--- config.mk ---
export PLATFORM = sky130hd
export DESIGN_NAME = tlb_xlate
export DESIGN_NICKNAME = d
export VERILOG_FILES = /design/src/rtl/tlb_pkg.sv /design/src/rtl/tlb_entry_array.sv /design/src/rtl/tlb_victim_ctrl.sv /design/src/rtl/tlb_xlate.sv
export SDC_FILE = /design/constraint.sdc
export NUM_CORES = 2
export LEC_CHECK = 0
export CAP_MARGIN = 20
export CORE_MARGIN = 5
export CORE_UTILIZATION = 25
export CTS_BUF_LIST = sky130_fd_sc_hd__clkbuf_16
export DETAILED_ROUTE_END_ITERATION = 7
export PLACE_DENSITY_LB_ADDON = 0.05
export REMOVE_ABC_BUFFERS = 1
export SYNTH_ARGS = -nofsm -noshare
export SYNTH_HDL_FRONTEND = slang
export SYNTH_SLANG_ARGS = --single-unit
--- constraint.sdc ---
create_clock -name clk -period 10.5 [get_ports clk]
set_input_delay 2.1 -clock clk [delete_from_list [all_inputs] [get_ports clk]]
set_output_delay 2.1 -clock clk [all_outputs]
set_load 0.01 [all_outputs]
--- src/rtl/tlb_pkg.sv ---
package tlb_pkg;
    localparam int VA_W     = 32;
    localparam int PG_SHIFT = 12;
    localparam int VPN_W    = VA_W - PG_SHIFT;

    // Field positions that software relies on.
    localparam int LOCK_VICT_LSB = 4;
    localparam int LOCK_BASE_LSB = 10;
    localparam int ST_MISS_BIT   = 0;
    localparam int ST_MULTI_BIT  = 4;

    typedef enum logic [1:0] {
        PS_1M  = 2'b00,
        PS_64K = 2'b01,
        PS_4K  = 2'b10,
        PS_16M = 2'b11
    } pgsz_e;

    typedef enum logic [2:0] {
        RA_CTRL  = 3'd0,
        RA_TAG   = 3'd1,
        RA_DATA  = 3'd2,
        RA_LOCK  = 3'd3,
        RA_LOAD  = 3'd4,
        RA_FLUSH = 3'd5,
        RA_IRQST = 3'd6,
        RA_IRQEN = 3'd7
    } regaddr_e;

    typedef struct packed {
        logic [VPN_W-1:0] vtag;
        logic             prot;
        logic             vld;
        pgsz_e            psz;
    } tag_t;

    typedef struct packed {
        logic       endian;
        logic [1:0] esize;
        logic       mixed;
    } attr_t;

    typedef struct packed {
        logic [VPN_W-1:0] ppn;
        attr_t            attr;
    } data_t;

    // Bits of the page number that take part in the compare.
    function automatic logic [VPN_W-1:0] cmp_mask(pgsz_e p);
        logic [VPN_W-1:0] ones;
        ones = '1;
        case (p)
            PS_4K:   return ones;
            PS_64K:  return ones << 4;
            PS_1M:   return ones << 8;
            default: return ones << 12;
        endcase
    endfunction
endpackage

--- src/rtl/tlb_entry_array.sv ---
module tlb_entry_array
    import tlb_pkg::*;
#(
    parameter int NUM_ENT = 32,
    localparam int IDX_W  = $clog2(NUM_ENT)
) (
    input  logic               clk,
    input  logic               clr,
    input  logic               ld_en,
    input  logic [IDX_W-1:0]   ld_idx,
    input  tag_t               ld_tag,
    input  data_t              ld_data,
    input  logic               flush,
    input  logic [VPN_W-1:0]   lk_vpn,
    output logic [NUM_ENT-1:0] match_vec,
    output logic [VPN_W-1:0]   sel_vpn,
    output attr_t              sel_attr
);
    logic  [NUM_ENT-1:0][VPN_W-1:0] pa_vec;
    attr_t [NUM_ENT-1:0]            at_vec;

    for (genvar g = 0; g < NUM_ENT; g++) begin : g_ent
        tag_t             t_q;
        logic [VPN_W-1:0] p_q;
        attr_t            a_q;
        logic [VPN_W-1:0] msk;

        always_ff @(posedge clk) begin
            if (clr) begin
                t_q <= '0;
                p_q <= '0;
                a_q <= '0;
            end else if (ld_en && ld_idx == IDX_W'(g)) begin
                t_q <= ld_tag;
                p_q <= ld_data.ppn;
                a_q <= ld_data.attr;
            end else if (flush) begin
                t_q.vld <= t_q.vld & t_q.prot;
            end
        end

        assign msk          = cmp_mask(t_q.psz);
        assign match_vec[g] = t_q.vld && (((lk_vpn ^ t_q.vtag) & msk) == '0);
        assign pa_vec[g]    = (p_q & msk) | (lk_vpn & ~msk);
        assign at_vec[g]    = a_q;
    end

    // Lowest index wins when several entries match.
    always_comb begin
        sel_vpn  = '0;
        sel_attr = '0;
        for (int i = NUM_ENT - 1; i >= 0; i--) begin
            if (match_vec[i]) begin
                sel_vpn  = pa_vec[i];
                sel_attr = at_vec[i];
            end
        end
    end
endmodule

--- src/rtl/tlb_victim_ctrl.sv ---
module tlb_victim_ctrl #(
    parameter int NUM_ENT = 32,
    localparam int IDX_W  = $clog2(NUM_ENT)
) (
    input  logic             clk,
    input  logic             clr,
    input  logic             lock_we,
    input  logic [IDX_W-1:0] wr_victim,
    input  logic [IDX_W-1:0] wr_base,
    input  logic             adv,
    output logic [IDX_W-1:0] victim,
    output logic [IDX_W-1:0] base
);
    localparam logic [IDX_W-1:0] LAST = IDX_W'(NUM_ENT - 1);

    always_ff @(posedge clk) begin
        if (clr) begin
            victim <= '0;
            base   <= '0;
        end else if (lock_we) begin
            base   <= wr_base;
            victim <= (wr_victim < wr_base) ? wr_base : wr_victim;
        end else if (adv) begin
            victim <= (victim == LAST) ? base : victim + 1'b1;
        end
    end
endmodule

--- src/rtl/tlb_xlate.sv ---
module tlb_xlate
    import tlb_pkg::*;
#(
    parameter int NUM_ENT = 32
) (
    input  logic        clk,
    input  logic        rst,
    input  logic        reg_wr,
    input  logic [2:0]  reg_addr,
    input  logic [31:0] reg_wdata,
    output logic [31:0] reg_rdata,
    input  logic        lk_valid,
    input  logic [31:0] lk_vaddr,
    output logic        lk_ovalid,
    output logic [31:0] lk_paddr,
    output logic        lk_hit,
    output logic        lk_miss,
    output logic        lk_multi,
    output logic [3:0]  lk_attr,
    output logic        irq,
    output logic        rst_done
);
    localparam int IDX_W = $clog2(NUM_ENT);

    logic        en_q, srst_q, clr;
    logic [31:0] stg_tag, stg_data;
    logic [1:0]  irq_st, irq_en;   // [0] miss, [1] multi
    logic [IDX_W-1:0] vic_idx, lock_base;

    regaddr_e ra;
    logic     wr_ctrl, wr_lock, do_load, do_flush, wr_st, wr_ie;
    assign ra       = regaddr_e'(reg_addr);
    assign clr      = rst | srst_q;
    assign wr_ctrl  = reg_wr && ra == RA_CTRL;
    assign wr_lock  = reg_wr && ra == RA_LOCK;
    assign do_load  = reg_wr && ra == RA_LOAD && reg_wdata[0];
    assign do_flush = reg_wr && ra == RA_FLUSH && reg_wdata[0];
    assign wr_st    = reg_wr && ra == RA_IRQST;
    assign wr_ie    = reg_wr && ra == RA_IRQEN;

    tag_t  ld_tag;
    data_t ld_data;
    assign ld_tag  = '{vtag: stg_tag[31:12], prot: stg_tag[3], vld: stg_tag[2],
                       psz: pgsz_e'(stg_tag[1:0])};
    assign ld_data = '{ppn: stg_data[31:12],
                       attr: '{endian: stg_data[9], esize: stg_data[8:7], mixed: stg_data[6]}};

    logic [NUM_ENT-1:0] match_vec;
    logic [VPN_W-1:0]   sel_vpn;
    attr_t              sel_attr;

    tlb_entry_array #(.NUM_ENT(NUM_ENT)) u_array (
        .clk(clk), .clr(clr), .ld_en(do_load), .ld_idx(vic_idx),
        .ld_tag(ld_tag), .ld_data(ld_data), .flush(do_flush),
        .lk_vpn(lk_vaddr[31:PG_SHIFT]), .match_vec(match_vec),
        .sel_vpn(sel_vpn), .sel_attr(sel_attr)
    );

    tlb_victim_ctrl #(.NUM_ENT(NUM_ENT)) u_victim (
        .clk(clk), .clr(clr), .lock_we(wr_lock),
        .wr_victim(reg_wdata[LOCK_VICT_LSB +: IDX_W]),
        .wr_base(reg_wdata[LOCK_BASE_LSB +: IDX_W]),
        .adv(do_load), .victim(vic_idx), .base(lock_base)
    );

    logic any_hit, many_hit, ev_miss, ev_multi;
    assign any_hit  = |match_vec;
    assign many_hit = $countones(match_vec) > 1;
    assign ev_miss  = lk_valid && en_q && !any_hit;
    assign ev_multi = lk_valid && en_q && many_hit;

    always_ff @(posedge clk) begin
        if (clr) begin
            en_q      <= 1'b0;
            srst_q    <= 1'b0;
            stg_tag   <= '0;
            stg_data  <= '0;
            irq_st    <= '0;
            irq_en    <= '0;
            lk_ovalid <= 1'b0;
            lk_hit    <= 1'b0;
            lk_miss   <= 1'b0;
            lk_multi  <= 1'b0;
            lk_paddr  <= '0;
            lk_attr   <= '0;
        end else begin
            if (wr_ctrl) begin
                en_q   <= reg_wdata[1];
                srst_q <= reg_wdata[0];
            end
            if (reg_wr && ra == RA_TAG)  stg_tag  <= reg_wdata;
            if (reg_wr && ra == RA_DATA) stg_data <= reg_wdata;
            if (wr_ie) irq_en <= {reg_wdata[ST_MULTI_BIT], reg_wdata[ST_MISS_BIT]};
            irq_st[0] <= (irq_st[0] & ~(wr_st & reg_wdata[ST_MISS_BIT]))  | ev_miss;
            irq_st[1] <= (irq_st[1] & ~(wr_st & reg_wdata[ST_MULTI_BIT])) | ev_multi;

            lk_ovalid <= lk_valid;
            lk_hit    <= lk_valid && en_q && any_hit;
            lk_miss   <= ev_miss;
            lk_multi  <= ev_multi;
            if (en_q && any_hit) begin
                lk_paddr <= {sel_vpn, lk_vaddr[PG_SHIFT-1:0]};
                lk_attr  <= sel_attr;
            end else begin
                lk_paddr <= lk_vaddr;
                lk_attr  <= '0;
            end
        end
    end

    assign irq      = |(irq_st & irq_en);
    assign rst_done = ~srst_q;

    always_comb begin
        reg_rdata = '0;
        case (ra)
            RA_CTRL:  reg_rdata[1] = en_q;
            RA_TAG:   reg_rdata = stg_tag;
            RA_DATA:  reg_rdata = stg_data;
            RA_LOCK: begin
                reg_rdata[LOCK_VICT_LSB +: IDX_W] = vic_idx;
                reg_rdata[LOCK_BASE_LSB +: IDX_W] = lock_base;
            end
            RA_IRQST: begin
                reg_rdata[ST_MISS_BIT]  = irq_st[0];
                reg_rdata[ST_MULTI_BIT] = irq_st[1];
            end
            RA_IRQEN: begin
                reg_rdata[ST_MISS_BIT]  = irq_en[0];
                reg_rdata[ST_MULTI_BIT] = irq_en[1];
            end
            default:  reg_rdata = '0;
        endcase
    end
endmodule

Yosys cells after proc, flatten, opt, wreduce, memory -nomap -nowiden
Index checks and enable logic that the tools add are counted.
W data, S select, Z words.
Word-level totals
  register bits: 1656
  input port bits: 71
  output and inout bits: 74
  word-level logic and storage cells: 997
Operators by class
  add/sub/neg operators: 32
  order comparisons: 2
  eq/ne operators: 102
  multiplexer cells: 173
  bitwise gates (word level): 236
  reduce and logical (&&, ||, !) cells: 182
Operators with widths (count)
  $and A20 B20 Y20: 96
  $pmux W12 S3: 32
  $logic_not A20 Y1: 32
  $mux W20: 32
  $not A20 Y20: 32
  $or A20 B20 Y20: 32
  $xor A20 B20 Y20: 32
  $mux W4: 32
  $eq A5 B5 Y1 const B: 16
  $logic_and A1 B1 Y1: 79
  $reduce_bool A2 Y1: 33
  $eq A2 B1 Y1 const B: 32
  $eq A2 B2 Y1 const B: 32
  $logic_not A2 Y1: 32
  $mux W1: 64
  $eq A5 B4 Y1 const B: 8
  $and A1 B1 Y1: 36
  $pmux W17 S2: 1
  $add A1 B1 Y2: 16
  $mux W32: 1
  $reduce_or A32 Y1: 1
  $add A2 B2 Y3: 8
  $eq A5 B3 Y1 const B: 4
  $mux W5: 4
  other kinds (25): 40

Longest topological paths before layout
  depth after elaboration: 38
  gate-level depth with buffers: 27
  mapped depth without buffers: 22

Cells and area by module
Synthesis repeated with hierarchy kept, for this count alone.
Second synthesis, totals
  cell total of the unflattened synthesis: 10412
  area total of the unflattened synthesis: 80243.2 sq um
Modules (own cells, without submodules)
  tlb_entry_array: times used 1, cells an instance 9722, area each 74378.8 sq um, seq. area each 30749.5 sq um
  tlb_xlate: times used 1, cells an instance 615, area each 5216.3 sq um, seq. area each 2202.1 sq um
  tlb_victim_ctrl: times used 1, cells an instance 75, area each 648.1 sq um, seq. area each 200.2 sq um

Least setup slack after synthesis
No wires, ideal clock.
  path kind: input-to-reg
  start: in lk_vaddr[19]
  end: reg irq_st[1]
  library setup time: 0.116 ns
  arrival: 8.338 ns
  required time: 10.384 ns
  setup slack: 2.046 ns
  stages on the path: 25
  path buffers: 8
  path through: buf_4 buf_6 buf_6 buf_4 xnor2_1 a41oi_1 a21oi_1 and3_1 clkbuf_1 inv_1 buf_2 buf_2 buf_1 fa_1 fa_1 fa_1 fa_1 fa_1 fa_1 inv_1 ha_1 fa_1 nor3_1 a31oi_1 a31o_2
On the way
  longest elaborated chain between the ends: 12
  elaborated cells on any way between the ends: 162
  classes of those cells: 31 x add/sub; 1 x order compare; 65 x bitwise; 65 x reduce/logical
Ends and longest elaborated chain
  from (decl): line tlb_xlate.sv:13  | input logic [31:0] lk_vaddr,
  $xor A20 B20 Y20: line tlb_entry_array.sv:43  | assign match_vec[g] = t_q.vld && (((lk_vpn ^ t_q.vtag) & msk) == '0);
  $and A20 B20 Y20: line tlb_entry_array.sv:43
  $logic_not A20 Y1: line tlb_entry_array.sv:43
  $logic_and A1 B1 Y1: line tlb_entry_array.sv:43
  $add A1 B1 Y2 (implied by the code): line tlb_xlate.sv:68  | assign many_hit = $countones(match_vec) > 1;
  $add A2 B2 Y3 (implied by the code): line tlb_xlate.sv:68
  $add A3 B3 Y4 (implied by the code): line tlb_xlate.sv:68
  $add A4 B4 Y5 (implied by the code): line tlb_xlate.sv:68
  $add A5 B5 Y6 (implied by the code) *: line tlb_xlate.sv:68
  $gt A6 B1 Y1 *: line tlb_xlate.sv:68
  $logic_and A1 B1 Y1 *: line tlb_xlate.sv:70  | assign ev_multi = lk_valid && en_q && many_hit;
  $or A1 B1 Y1 *: line tlb_xlate.sv:95  | irq_st[1] <= (irq_st[1] & ~(wr_st & reg_wdata[ST_MULTI_BIT])) | ev_multi;
  to (signal assigned): line tlb_xlate.sv:95
  to (decl): line tlb_xlate.sv:27  | logic [1:0] irq_st, irq_en;
Mark *: on every way between the ends. The rest lies on a longest branch, timed or not.
A chain may end at the register's enable or synchronous reset.

Worst setup path in the final report
  start: in lk_vaddr[26]
  end: reg irq_st[1]
The elaborated chain is that of the path after synthesis.

==> load_flow_metrics.sql <==
INSERT INTO impl_metrics (metric_group, metric, value, unit) VALUES
('outcome', 'run_status', 'finished, final reports clean', ''),
('clock_network', 'worst_setup_hold_path_clk_slew', '0.06', 'ns'),
('logic_synthesis', 'synth-edff-count', '0', ''),
('worst_hold_path', 'hold_path_class', 'reg -> reg', ''),
('grt', 'overflow', '0', ''),
('grt', 'pin_count_of_the_biggest_net_entering_global_routing', '204', ''),
('routing', 'vias_per_cell', '5.252', ''),
('sta', 'timing.hold.ws', '0.4494', 'ns'),
('finish', 'post_route_cells_drive_above_1_share', '0.08695', ''),
('sta', 'fin_tns_setup', '0', 'ns'),
('die', 'ios', '145', ''),
('pwr', 'power.ir.vdd_worst', '132.5', 'uV'),
('die', 'die_width', '581.7', 'um'),
('die', 'start_util', '0.2504', ''),
('logic_synthesis', 'ys_top_cells_by_area', 'dfxtp_1, nand2_1, a21oi_1, xnor2_1, clkbuf_1', ''),
('grt', 'grt_use_total', '0.2695', ''),
('routing', 'detail-route-antenna-nets', '0', ''),
('finish', 'sequential_cell_area', '33270', 'um2'),
('die', 'die_area', '338400', 'um2'),
('setup_path', 'timing.critical_path.slowest_stage_cell', 'fa_1', ''),
('clock_network', 'cts.repair.resized', '0', ''),
('placed_design', 'routabilityCongestion', '0.9279', ''),
('sta', 'final_period_minus_worst_setup_slack', '8.352', 'ns'),
('finish', 'filler_cell_count', '35170', ''),
('grt', 'grt_first_pass_wirelength', '646900', 'um'),
('finish', 'area_growth_syn_to_layout', '14.57', '%'),
('routing', 'detailroute.via_count', '78160', ''),
('worst_hold_path', 'hold_path.startpoint', 'u_array.g_ent[3].p_q[18]', ''),
('logic_synthesis', 'synth.cells.most_frequent', 'nand2_1, a21oi_1, dfxtp_1', ''),
('clock_network', 'cts_setup_buffers', '0', ''),
('setup_path', 'required', '11.30', 'ns'),
('logic_synthesis', 'post-synth-top-count-cell', 'nand2_1', ''),
('logic_synthesis', 'synth_top_cell_area_share', '0.4057', ''),
('routing', 'detail_route.first_pass.iterations', '6', ''),
('logic_synthesis', 'synth.largest_area_cell', 'dfxtp_1', ''),
('setup_path', 'worstReg2RegStart', 'u_array.g_ent[19].t_q[0]', ''),
('sta', 'max-slew-margin-rel', '0.06774', ''),
('setup_path', 'critPathMaxFanout', '21', ''),
('clock_network', 'post_cts_hold_buffer_count', '0', ''),
('die', 'die_h', '581.7', 'um'),
('clock_network', 'clk-insertion-delay-late', '0.93', 'ns'),
('finish', 'finalNetCount', '10530', ''),
('die', 'fp.coreArea', '326300', 'um2'),
('setup_path', 'crit_path_max_incr_delay', '0.61', 'ns'),
('routing', 'detail_route.iter0.violations', '8720', ''),
('logic_synthesis', 'synth.yosys.seq_area_share', '0.4057', ''),
('logic_synthesis', 'synth-seq-cells', '1656', ''),
('grt', 'first_global_vias', '73370', ''),
('sta', 'period_share', '0.7954', ''),
('logic_synthesis', 'synthesis.area', '81710', 'um2'),
('logic_synthesis', 'ys_types', '100', ''),
('grt', 'antenna_found_initial', '46', ''),
('routing', 'remaining_drc_errors', '0', ''),
('pwr', 'power_leakage', '30.46', 'nW'),
('clock_network', 'tritoncts.num_buffers', '213', ''),
('finish', 'combined_area_of_the_multi_input_logic_cells', '44170', 'um2'),
('sta', 'report.final.setup_viol', '0', ''),
('routing', 'wl', '476800', 'um'),
('setup_path', 'crit_path_frequent_cell', 'fa_1', ''),
('clock_network', 'cts.root.buffer_cell', 'clkbuf_16', ''),
('clock_network', 'clock-sinks', '1656', ''),
('setup_path', 'critical_path.cell_chain', 'buf_4 > xnor2_1 > nand4_1 > nor3_1 > and3_1 > clkinv_1 > buf_4 > fa_1 > fa_1 > inv_1 > fa_1 > inv_1 > fa_1 > fa_1 > fa_1 > inv_1 > ha_1 > fa_1 > nor3_1 > a31oi_1 > a31o_2', ''),
('die', 'floorplan.rows', '210', ''),
('logic_synthesis', 'most_instantiated_flip_flop_cell_in_the_synthesis_netlist', 'dfxtp_1', ''),
('setup_path', 'crit_start', 'lk_vaddr[26]', ''),
('clock_network', 'ctsLongestPathBuffers', '4', ''),
('pwr', 'pwr_density_cell', '153.1', 'nW/um2'),
('logic_synthesis', 'syn_area_per_cell', '7.593', 'um2'),
('setup_path', 'type_of_element_capturing_the_critical_path', 'register', ''),
('logic_synthesis', 'yosysWarnings', '0', ''),
('clock_network', 'clock_tree_from_tritoncts', 'yes', '');
[path summary, 6_finish.rpt]
path	to	slack (ns)	cells past startpoint
worst min register to register	u_array.g_ent[3].p_q[18]	0.45	2
worst min-delay path	u_array.g_ent[3].p_q[18]	0.45	2
worst max-delay path	irq_st[1]	2.15	21
worst max register to register	irq_st[1]	3.55	21
[per-layer routing]
layer | up-vias | global-route usage | part of all wire
met4 | 6 | 0.08693 | 0.034
met1 | 39190 | 0.3798 | 0.46
li1 | 35290 | - | -
met2 | 3067 | 0.4198 | 0.44
met5 | - | 0 | 0.000086
met3 | 604 | 0.04175 | 0.066
[power by group]
group | switching [W] | leakage, nW | internal, W | total, W
sequential | 0.0000351 | 13.4 | 0.00629 | 0.00633
clock | 0.00318 | 3.43 | 0.00406 | 0.00724
combinational | 0.000570 | 13.7 | 0.000193 | 0.000763
total | 0.00378 | 30.5 | 0.0105 | 0.0143
[critical path: cells and delay by family]
kind,cells,cell delay [ns]
adders and majority gates,8,3.98
AOI/OAI and AO/OA,2,0.40
buffers and inverters,6,0.97
and+or+nand+nor,4,1.29
xor gates and xnor gates,1,0.19
[layout by cell type (no fill, tap or decap), types with 66 or more instances in the layout]
cell             instances
nor3_1                  78
a21oi_1               1752
dfxtp_1               1608
a211oi_1                66
nand3_1                140
clkbuf_16              215
nor2_1                 175
ha_1                    84
xor2_1                 152
mux2i_1                254
buf_4                  282
clkdlybuf4s50_1        124
inv_1                  139
o21ai_0                118
nand4_1                108
nand2_1               3449
mux2_2                 141
xnor2_1                486
[state kept, by name, summed over array words and instances (netlist names)]
signal	count
irq_st	2
u_victim.base	5
irq_en	2
u_array.g_ent.t_q	768
lk_miss	1
lk_paddr	32
en_q	1
lk_ovalid	1
u_array.g_ent.p_q	640
u_victim.victim	5
lk_attr	4
lk_multi	1
srst_q	1
lk_hit	1
stg_data	32
stg_tag	32
u_array.at_vec	128
[metrics by stage]
step | cells | power [W] | area, um2 | setup slack, ns
after global routing | 14870 | 0.01477 | 93590 | 1.932
after global placement | 14470 | 0.007226 | 86910 | 1.204
final | 14880 | 0.01433 | 93620 | 2.148
after CTS | 14870 | 0.01450 | 93550 | 2.179
after floorplan | 9706 | 0.006752 | 77150 | -7.185
after detailed placement | 14480 | 0.007225 | 86960 | 1.220
[cells by family (layout without fill, tap and decap cells)]
logic type	Yosys count	in the layout	share of synthesized area
buf+inv	1159	921	0.06055
compound gates	2490	2490	0.1783
simple gates	4314	4314	0.2175
other cells	0	13	0
fa+ha+maj	108	108	0.01874
flops	1656	1656	0.4057
mux	395	395	0.05055
xor+xnor	639	639	0.06858
[final cells by class]
type	count	share of cell area
multi-input cells	7946	0.4718
flip-flops and latches	1656	0.3554
well taps	4346	0.05809
clock buffers	215	0.05747
repair buffers	433	0.03980
clock inverters	169	0.01295
inverters	104	0.004170
diodes	13	0.0003475
(Power assumes the default switching activity.)
